### src/rtl/lpt_rx_pkg.sv
package lpt_rx_pkg;

    typedef enum logic [1:0] {
        RX_IDLE = 2'd0,
        RX_HOLD = 2'd1,
        RX_ACK  = 2'd2,
        RX_TAIL = 2'd3
    } rx_state_e;

    typedef struct packed {
        logic       feed;
        logic [7:0] data;
    } rx_byte_t;

    typedef struct packed {
        logic paper_out;
        logic offline;
        logic general;
    } fault_t;

    function automatic logic any_fault(input fault_t f);
        return f.paper_out | f.offline | f.general;
    endfunction

    function automatic rx_byte_t make_byte(input logic [8:0] raw);
        rx_byte_t b;
        b.feed = ~raw[8];
        b.data = raw[7:0];
        return b;
    endfunction

endpackage

### src/rtl/lpt_sync_bank.sv
module lpt_sync_bank #(
    parameter int              W       = 1,
    parameter int              STAGES  = 2,
    parameter logic [W-1:0]    RST_VAL = '0
) (
    input  logic         clk,
    input  logic         rst,
    input  logic [W-1:0] d,
    output logic [W-1:0] q
);
    logic [W-1:0] stg [STAGES];

    always_ff @(posedge clk) begin
        if (rst) begin
            for (int i = 0; i < STAGES; i++) stg[i] <= RST_VAL;
        end else begin
            stg[0] <= d;
            for (int i = 1; i < STAGES; i++) stg[i] <= stg[i-1];
        end
    end

    assign q = stg[STAGES-1];
endmodule

### src/rtl/lpt_low_meter.sv
module lpt_low_meter #(
    parameter int MIN_CYC   = 4,
    parameter bit HOLD_MODE = 1'b0
) (
    input  logic clk,
    input  logic rst,
    input  logic lvl_n,
    output logic hit
);
    localparam int             CW      = $clog2(MIN_CYC + 1);
    localparam logic [CW-1:0]  CNT_TOP = CW'(MIN_CYC);

    logic [CW-1:0] cnt;

    always_ff @(posedge clk) begin
        if (rst) begin
            cnt <= '0;
        end else if (!lvl_n) begin
            if (cnt != CNT_TOP) cnt <= cnt + 1'b1;
        end else begin
            cnt <= '0;
        end
    end

    generate
        if (HOLD_MODE) begin : g_hold
            assign hit = !lvl_n && (cnt == CNT_TOP);
        end else begin : g_rise
            logic was_low;
            always_ff @(posedge clk) begin
                if (rst) was_low <= 1'b0;
                else     was_low <= !lvl_n;
            end
            assign hit = was_low && lvl_n && (cnt == CNT_TOP);
        end
    endgenerate
endmodule

### src/rtl/lpt_rx_fsm.sv
module lpt_rx_fsm
    import lpt_rx_pkg::*;
#(
    parameter int ACK_CYC = 250
) (
    input  logic     clk,
    input  logic     rst,
    input  logic     clear,
    input  logic     take,
    input  rx_byte_t cap,
    input  logic     m_ready,
    output logic     m_valid,
    output rx_byte_t m_byte,
    output logic     rx_busy,
    output logic     ack_n
);
    localparam int            AW       = (ACK_CYC > 1) ? $clog2(ACK_CYC) : 1;
    localparam logic [AW-1:0] ACK_LAST = AW'(ACK_CYC - 1);

    rx_state_e     state;
    logic [AW-1:0] ack_cnt;

    always_ff @(posedge clk) begin
        if (rst || clear) begin
            state   <= RX_IDLE;
            ack_cnt <= '0;
        end else begin
            case (state)
                RX_IDLE: if (take) state <= RX_HOLD;
                RX_HOLD: if (m_ready) begin
                    state   <= RX_ACK;
                    ack_cnt <= ACK_LAST;
                end
                RX_ACK: begin
                    if (ack_cnt == '0) state <= RX_TAIL;
                    else               ack_cnt <= ack_cnt - 1'b1;
                end
                RX_TAIL: state <= RX_IDLE;
                default: state <= RX_IDLE;
            endcase
        end
    end

    always_ff @(posedge clk) begin
        if (rst)                            m_byte <= '0;
        else if (state == RX_IDLE && take)  m_byte <= cap;
    end

    assign m_valid = (state == RX_HOLD);
    assign rx_busy = (state != RX_IDLE);
    assign ack_n   = (state != RX_ACK);
endmodule

### src/rtl/lpt_status.sv
module lpt_status
    import lpt_rx_pkg::*;
(
    input  fault_t flt,
    input  logic   sel_low,
    input  logic   rx_busy,
    output logic   busy,
    output logic   error_n,
    output logic   paper_end,
    output logic   select_in
);
    always_comb begin
        busy      = rx_busy | any_fault(flt);
        error_n   = ~any_fault(flt);
        paper_end = flt.paper_out;
        select_in = sel_low & ~flt.offline;
    end
endmodule

### src/rtl/lpt_byte_receiver.sv
module lpt_byte_receiver
    import lpt_rx_pkg::*;
#(
    parameter int STB_MIN_CYC  = 25,
    parameter int ACK_CYC      = 250,
    parameter int INIT_MIN_CYC = 2500,
    parameter int SYNC_STAGES  = 2
) (
    input  logic       clk,
    input  logic       rst,
    input  logic       strobe_n,
    input  logic [7:0] pdata,
    input  logic       init_n,
    input  logic       autofeed_n,
    input  logic       select_n,
    input  logic       paper_out,
    input  logic       offline,
    input  logic       fault_err,
    output logic       busy,
    output logic       ack_n,
    output logic       paper_end,
    output logic       select_in,
    output logic       error_n,
    output logic       m_valid,
    output logic [7:0] m_data,
    output logic       m_feed,
    input  logic       m_ready,
    output logic       overrun
);
    localparam int CTRL_W = 3;
    localparam int DATA_W = 9;

    logic [CTRL_W-1:0] ctrl_q;
    logic [DATA_W-1:0] data_q;
    logic              stb_ok;
    logic              init_hold;
    logic              take_ok;
    logic              take;
    logic              rx_busy;
    rx_byte_t          held;
    fault_t            flt;

    lpt_sync_bank #(.W(CTRL_W), .STAGES(SYNC_STAGES), .RST_VAL('1)) u_ctrl_sync (
        .clk(clk), .rst(rst),
        .d({select_n, init_n, strobe_n}),
        .q(ctrl_q)
    );

    lpt_sync_bank #(.W(DATA_W), .STAGES(SYNC_STAGES), .RST_VAL(9'h100)) u_data_sync (
        .clk(clk), .rst(rst),
        .d({autofeed_n, pdata}),
        .q(data_q)
    );

    lpt_low_meter #(.MIN_CYC(STB_MIN_CYC), .HOLD_MODE(1'b0)) u_stb_meter (
        .clk(clk), .rst(rst), .lvl_n(ctrl_q[0]), .hit(stb_ok)
    );

    lpt_low_meter #(.MIN_CYC(INIT_MIN_CYC), .HOLD_MODE(1'b1)) u_init_meter (
        .clk(clk), .rst(rst), .lvl_n(ctrl_q[1]), .hit(init_hold)
    );

    assign flt = '{paper_out: paper_out, offline: offline, general: fault_err};

    assign take_ok = stb_ok && !init_hold && !ctrl_q[2];
    assign take    = take_ok && !busy;

    lpt_rx_fsm #(.ACK_CYC(ACK_CYC)) u_fsm (
        .clk(clk), .rst(rst), .clear(init_hold),
        .take(take), .cap(make_byte(data_q)),
        .m_ready(m_ready), .m_valid(m_valid), .m_byte(held),
        .rx_busy(rx_busy), .ack_n(ack_n)
    );

    lpt_status u_status (
        .flt(flt), .sel_low(!ctrl_q[2]), .rx_busy(rx_busy),
        .busy(busy), .error_n(error_n),
        .paper_end(paper_end), .select_in(select_in)
    );

    always_ff @(posedge clk) begin
        if (rst || init_hold)    overrun <= 1'b0;
        else if (take_ok && busy) overrun <= 1'b1;
    end

    assign m_data = held.data;
    assign m_feed = held.feed;
endmodule

### config.mk
export PLATFORM = sky130hd
export DESIGN_NAME = lpt_byte_receiver
export DESIGN_NICKNAME = d
export VERILOG_FILES = /design/src/rtl/lpt_rx_pkg.sv /design/src/rtl/lpt_sync_bank.sv /design/src/rtl/lpt_low_meter.sv /design/src/rtl/lpt_rx_fsm.sv /design/src/rtl/lpt_status.sv /design/src/rtl/lpt_byte_receiver.sv
export SDC_FILE = /design/constraint.sdc
export NUM_CORES = 1
export LEC_CHECK = 0
export ABC_AREA = 0
export BUFFER_PORTS_ARGS = -buffer_cell sky130_fd_sc_hd__buf_2
export CAP_MARGIN = 20
export CORE_ASPECT_RATIO = 1.2
export CORE_MARGIN = 2
export CORE_UTILIZATION = 51
export DETAILED_ROUTE_END_ITERATION = 16
export PLACE_DENSITY = 0.83
export SETUP_SLACK_MARGIN = 0.3
export SYNTH_ARGS = -nofsm -noshare
export SYNTH_HDL_FRONTEND = slang
export SYNTH_SLANG_ARGS = --single-unit
### constraint.sdc
create_clock -name clk -period 1.9 [get_ports clk]
set_input_delay 0.38 -clock clk [delete_from_list [all_inputs] [get_ports clk]]
set_output_delay 0.38 -clock clk [all_outputs]
set_load 0.05 [all_outputs]
## Yosys cells after proc, flatten, opt, wreduce, memory -nomap -nowiden

Memories as Yosys holds them, arrays and structs flattened.
Cells that the tools add are included.

| operators by class | value |
|---|---|
| bitwise operators | 11 |
| add/sub/neg operators | 3 |
| reductions and logical operators | 22 |
| mux-type cells | 14 |
| eq/ne operators | 12 |

Operator list:

| cell | count |
|---|---|
| $mux 9 | 2 |
| $mux 8 | 2 |
| $pmux 8 s2 | 1 |
| $add 12x1->12 const B | 1 |
| $eq 12x12->1 const B | 1 |
| $ne 12x12->1 const B | 1 |
| $logic_and 1x1->1 | 8 |
| $logic_not 8->1 | 1 |
| $pmux 2 s4 | 1 |
| $sub 8x1->8 const B | 1 |
| $or 1x1->1 | 7 |
| $mux 2 | 3 |
| $mux 3 | 2 |
| $ne 2x1->1 const B | 3 |
| $reduce_and 3->1 | 2 |
| $add 5x1->5 const B | 1 |
| $eq 5x5->1 const B | 1 |
| $logic_not 1->1 | 5 |
| $ne 5x5->1 const B | 1 |
| $eq 2x2->1 const B | 2 |
| $ne 2x2->1 const B | 2 |
| $reduce_bool 2->1 | 2 |
| $reduce_or 2->1 | 2 |
| $mux 1 | 3 |
| other kinds (5) | 7 |

| word-level totals | value |
|---|---|
| output and inout bits | 16 |
| memories | 2 |
| RAM bits | 24 |
| bits of input ports | 18 |
| logic and storage cells | 72 |
| flip-flop bits (word level) | 38 |

Memories:

| name | words | width | read ports | clocked after Yosys merged registers in | wr ports | line | text |
|---|---|---|---|---|---|---|---|
| u_data_sync.stg | 2 | 9 | 2 | 0 | 2 | lpt_sync_bank.sv:11 | `logic [W-1:0] stg [STAGES];` |
| u_ctrl_sync.stg | 2 | 3 | 2 | 0 | 2 | lpt_sync_bank.sv:11 |  |

## Depth between registers and ports, before layout

| logic depth | value |
|---|---|
| depth in word-level cells | 8 |
| depth in mapped cells | 7 |
| depth with buffers taken out | 6 |

## Cells and area by module

Synthesis repeated with hierarchy kept, for this count alone.

| unflattened totals | value |
|---|---|
| cell total of the unflattened synthesis | 288 |
| area, all modules | 2765.2 um2 |

Modules (own cells, without submodules):

| module | cells each | times used | area each (um2) |
|---|---|---|---|
| lpt_rx_fsm | 113 | 1 | 955.9 |
| lpt_low_meter at u_init_meter | 73 | 1 | 655.6 |
| lpt_sync_bank at u_data_sync | 46 | 1 | 560.5 |
| lpt_low_meter at u_stb_meter | 30 | 1 | 311.5 |
| lpt_sync_bank at u_ctrl_sync | 15 | 1 | 180.2 |
| lpt_byte_receiver | 7 | 1 | 72.6 |
| lpt_status | 4 | 1 | 28.8 |

## Worst setup path after synthesis

Ideal clock, no wire load.

| timing | value |
|---|---|
| path kind | input to register |
| from | input port offline |
| to | register u_fsm.m_byte[8] (netlist name) |
| data required time | 1830 ps |
| library setup time | 70 ps |
| path buffers | 0 |
| slack | -797 ps |
| data arrival time | 2627 ps |
| cell stages on the path | 4 |
| cells stage by stage | nor3_1 -> nand4_1 -> or3_1 -> a21oi_1 |

| between the ends | value |
|---|---|
| word-level cells in the longest chain between the ends | 6 |

RTL lines:

| item | line | text |
|---|---|---|
| start, declared | lpt_byte_receiver.sv:17 | `input logic offline,` |
| $or 1x1->1 (2 in a row) | lpt_rx_pkg.sv:22 | `return f.paper_out \| f.offline \| f.general;` |
| $or 1x1->1 | lpt_status.sv:13 | `busy = rx_busy \| any_fault(flt);` |
| $logic_not 1->1 | lpt_byte_receiver.sv:66 | `assign take = take_ok && !busy;` |
| $logic_and 1x1->1 | lpt_byte_receiver.sv:66 |  |
| $logic_and 1x1->1 | lpt_rx_fsm.sv:46 | `else if (state == RX_IDLE && take) m_byte <= cap;` |
| end signal, assigned | lpt_rx_fsm.sv:46 |  |
| end, declared | lpt_rx_fsm.sv:13 | `output rx_byte_t m_byte,` |

Every way passes these cells.
A chain may end at the register's enable or synchronous reset.

## Final worst setup path

| timing | value |
|---|---|
| from | register u_fsm.state[1] |
| to | register u_fsm.m_byte[6] (netlist name) |

| between the ends | value |
|---|---|
| word-level cells in the longest chain between the ends | 5 |

RTL lines:

| item | line | text |
|---|---|---|
| start, declared | lpt_rx_fsm.sv:20 | `rx_state_e state;` |
| start signal, assigned | lpt_rx_fsm.sv:25 | `state <= RX_IDLE;` |
| start signal, assigned | lpt_rx_fsm.sv:29 | `RX_IDLE: if (take) state <= RX_HOLD;` |
| start signal, assigned | lpt_rx_fsm.sv:31 | `state <= RX_ACK;` |
| $reduce_bool 2->1 | lpt_rx_fsm.sv:50 | `assign rx_busy = (state != RX_IDLE);` |
| $or 1x1->1 | lpt_status.sv:13 |  |
| $logic_not 1->1 | lpt_byte_receiver.sv:66 |  |
| $logic_and 1x1->1 | lpt_byte_receiver.sv:66 |  |
| $logic_and 1x1->1 (*) | lpt_rx_fsm.sv:46 |  |

Every way passes the cells marked *; elsewhere a longest branch is shown, timed or not.

==> out/results.ini <==
[final_layout]
finalNonFillerCells=400
area_growth_pct=42.15
drive_gt1_frac=0.4941
diodes=0
fin_area_mm2=0.003578
final_nets=363
fin_util=0.7402

[global_route]
grt_max_degree=27
grt_pass1_vias=2068
gr-usage-all-layers=0.2230
grt_pass1_wl_um=9273
antenna_found_initial=0
gr-total-overflow=0

[timing]
hold_viol=0
slew_violations=0
post-route-min-period_ns=1.976
tightest_slew_ns=0.5304
rsz0062_at_grt=true
slew_headroom=0.6464
layout_setup_ws_ns=-0.07559
fin_skew_ns=0.01217
clock.fmax_ghz=0.5062
timing.hold.ws_ns=0.2332
fin_crit_sh=1.040
setup_viol=3
totalNegativeSetupSlack_ns=-0.1426

[critical_path]
path_class=reg2reg
worst-r2r-cell-count=8
crit_path_cell_trace=inv_4, ha_4, or4b_4, buf_6, nor3b_4, buf_6, nand3_2, a21oi_1
cp.arrival_ns=2.21
reg2reg_to=u_fsm.m_byte[6]$_SDFFE_PP0P_
cpMostUsedCell=buf_6
cpMaxStageDelayCell=or4b_4
r2r_slack_ns=-0.08
endpoint=u_fsm.m_byte[6]$_SDFFE_PP0P_
startpoint_type=register
r2r-start=u_fsm.state[1]$_SDFFE_PP0P_
crit_fanout=8
cp.required_ns=2.13
endpoint_kind=register
worstSetupStartpoint=u_fsm.state[1]$_SDFFE_PP0P_
slowest_delay_ns=0.49

[clock_network]
cts_made_buffers=9
clkLatencyLatePin_ns=0.33
path_clk_slew_ns=0.07
cts_root_buffer=clkbuf_8
tritoncts=done
cts_max_path_buffers=2
htreeDepth=3
cts.sinks=62
ctsHoldBuffers=0

[yosys]
syn_nets=294
ys_top_cells_by_area=dfxtp_1 (49%), ha_1 (4.5%), nor2b_1 (4.2%)
postSynthCellCount=267
synth_edf_count=0
ys_seq_elements=62
synth_area_leader_cell=dfxtp_1
yosysWarnings=0
synth_ff_type=dfxtp_1
synth_top_area_frac=0.4930
async_reset_ff_frac=0
postSynthAreaPerCell_um2=9.429
synth_common_cells=dfxtp_1 (62), nor2_1 (17), nor2b_1 (17)
synth-seq-area-share=0.4930
yosysMostFrequentCell=dfxtp_1
syn_area_mm2=0.002517
synth.distinct_cells=41

[detailed_routing]
dr.pass1.iters=5
routedWlPerCell_um=17.76
drc=0
dr_wl_met2_um=3565
met3_length_um=463
viasPerCell=5.890
wl_met1_um=2731
drt-total-wl_um=7103
drtAntennaViolNets=0
vias=2356
dr.first_iter.drc_count=151
top_layer_used=met4

[worst_hold_path]
hold_path_class=in2reg

[power]
vdd_drop_max_uv=517.2
p_leak_nw=1.362
power_density_mw_per_mm2=951.5

[run_status]
violations=negative setup slack
outcome=finished with violations

[placed_design]
place_area_mm2=0.002838
dpl.hpwl_um=3300
place_congestion=0.7846
portBuffers=33
place_inst=359

[floorplan]
start_util=0.5207
die_w_um=68.14
core_area_mm2=0.004835
row_count=28
ioPinCount=34
die-area_mm2=0.005516
die_height_um=80.96

[flow_run]
maxCapViolCount=0

-- logic make-up (layout without fill, tap and decap cells) --
family / count (synthesis) / in the layout / synth area share
and+or+nand+nor: 113 / 114 / 0.2689
DFF: 62 / 62 / 0.4930
AOI/OAI and AO/OA: 43 / 43 / 0.09990
buffers and inverters: 25 / 97 / 0.04026
xor gates and xnor gates: 13 / 13 / 0.04523
adders and majority gates: 9 / 9 / 0.04473
muxes: 2 / 2 / 0.007953
-- power by group --
group	total [mW]	leakage [nW]	internal (mW)	switching [mW]
registers	1.44	0.511	1.37	0.0744
clock network	1.11	0.0952	0.630	0.478
logic	0.852	0.755	0.410	0.442
total	3.40	1.36	2.41	0.995
-- layout make-up --
cell class	count	area (um^2)
Clock buffer	11	141.4
Clock inverter	4	47.55
Fill cell	287	1256
Inverter	14	61.31
Multi-Input combinational cell	181	1514
Sequential cell	62	1259
Tap cell	60	75.07
Timing Repair Buffer	68	480.5
-- sequential cells by signal, summed over array words and instances (netlist names), 2 cells and up --
register,flops
u_ctrl_sync.stg,6
u_data_sync.stg,18
u_fsm.ack_cnt,8
u_fsm.m_byte,9
u_fsm.state,2
u_init_meter.cnt,12
u_stb_meter.cnt,5
-- worst min path at each step --
stage,cells after the start,startpoint,endpoint
after floorplan,1,u_ctrl_sync.stg[0][0]$_SDFF_PP1_,u_ctrl_sync.stg[0][3]$_SDFF_PP1_
after global routing,2,init_n,u_ctrl_sync.stg[0][1]$_SDFF_PP1_
final,2,select_n,u_ctrl_sync.stg[0][2]$_SDFF_PP1_
after detailed placement,1,u_ctrl_sync.stg[0][0]$_SDFF_PP1_,u_ctrl_sync.stg[0][3]$_SDFF_PP1_
after CTS,2,select_n,u_ctrl_sync.stg[0][2]$_SDFF_PP1_
after global placement,1,u_ctrl_sync.stg[0][2]$_SDFF_PP1_,u_ctrl_sync.stg[0][5]$_SDFF_PP1_
-- metal layers --
layer  track usage  up-vias
li1              -     1078
met1        0.2559     1098
met2        0.3748      138
met3       0.05402       42
met4        0.1220        0
met5             0        -
-- placed cells by master (no fill, tap or decap), types with 6 or more instances in the layout --
cell type,Yosys,layout
dfxtp_1,62,52
buf_2,3,30
buf_4,1,29
nor2_1,17,16
nor2b_1,17,16
o21ai_0,13,12
or2_2,12,11
a21oi_2,0,11
xnor2_1,11,11
clkbuf_8,0,10
nand2_1,8,8
dfxtp_2,0,8
inv_1,14,7
nand3_1,15,7
nand3_2,0,6
nor3_1,11,6
buf_6,0,6
-- stage by stage --
step                total power [mW]  setup slack, ns
floorplan                      1.836          0.07133
global placement               1.955          0.06349
detailed placement             1.968          0.04002
CTS                            3.273         -0.01062
global route                   3.530         -0.08687
finish                         3.405         -0.07559
-- worst max-delay path: cells and delay by family (launching register included) --
kind / cells / cell delay (ns)
compound gates: 1 / 0.22
fa+ha+maj: 1 / 0.13
buf+inv: 3 / 0.42
flops: 1 / 0.34
simple gates: 3 / 0.76
-- repair_timing --
item / CTS / global route
pin swaps: 27 / 10
setup buffers: 18 / 7
cloned: 0 / 1
gates resized for setup: 64 / 28
endpoints found under the setup margin: 22 / 27
Note: power is estimated with default switching activity, not from simulation.
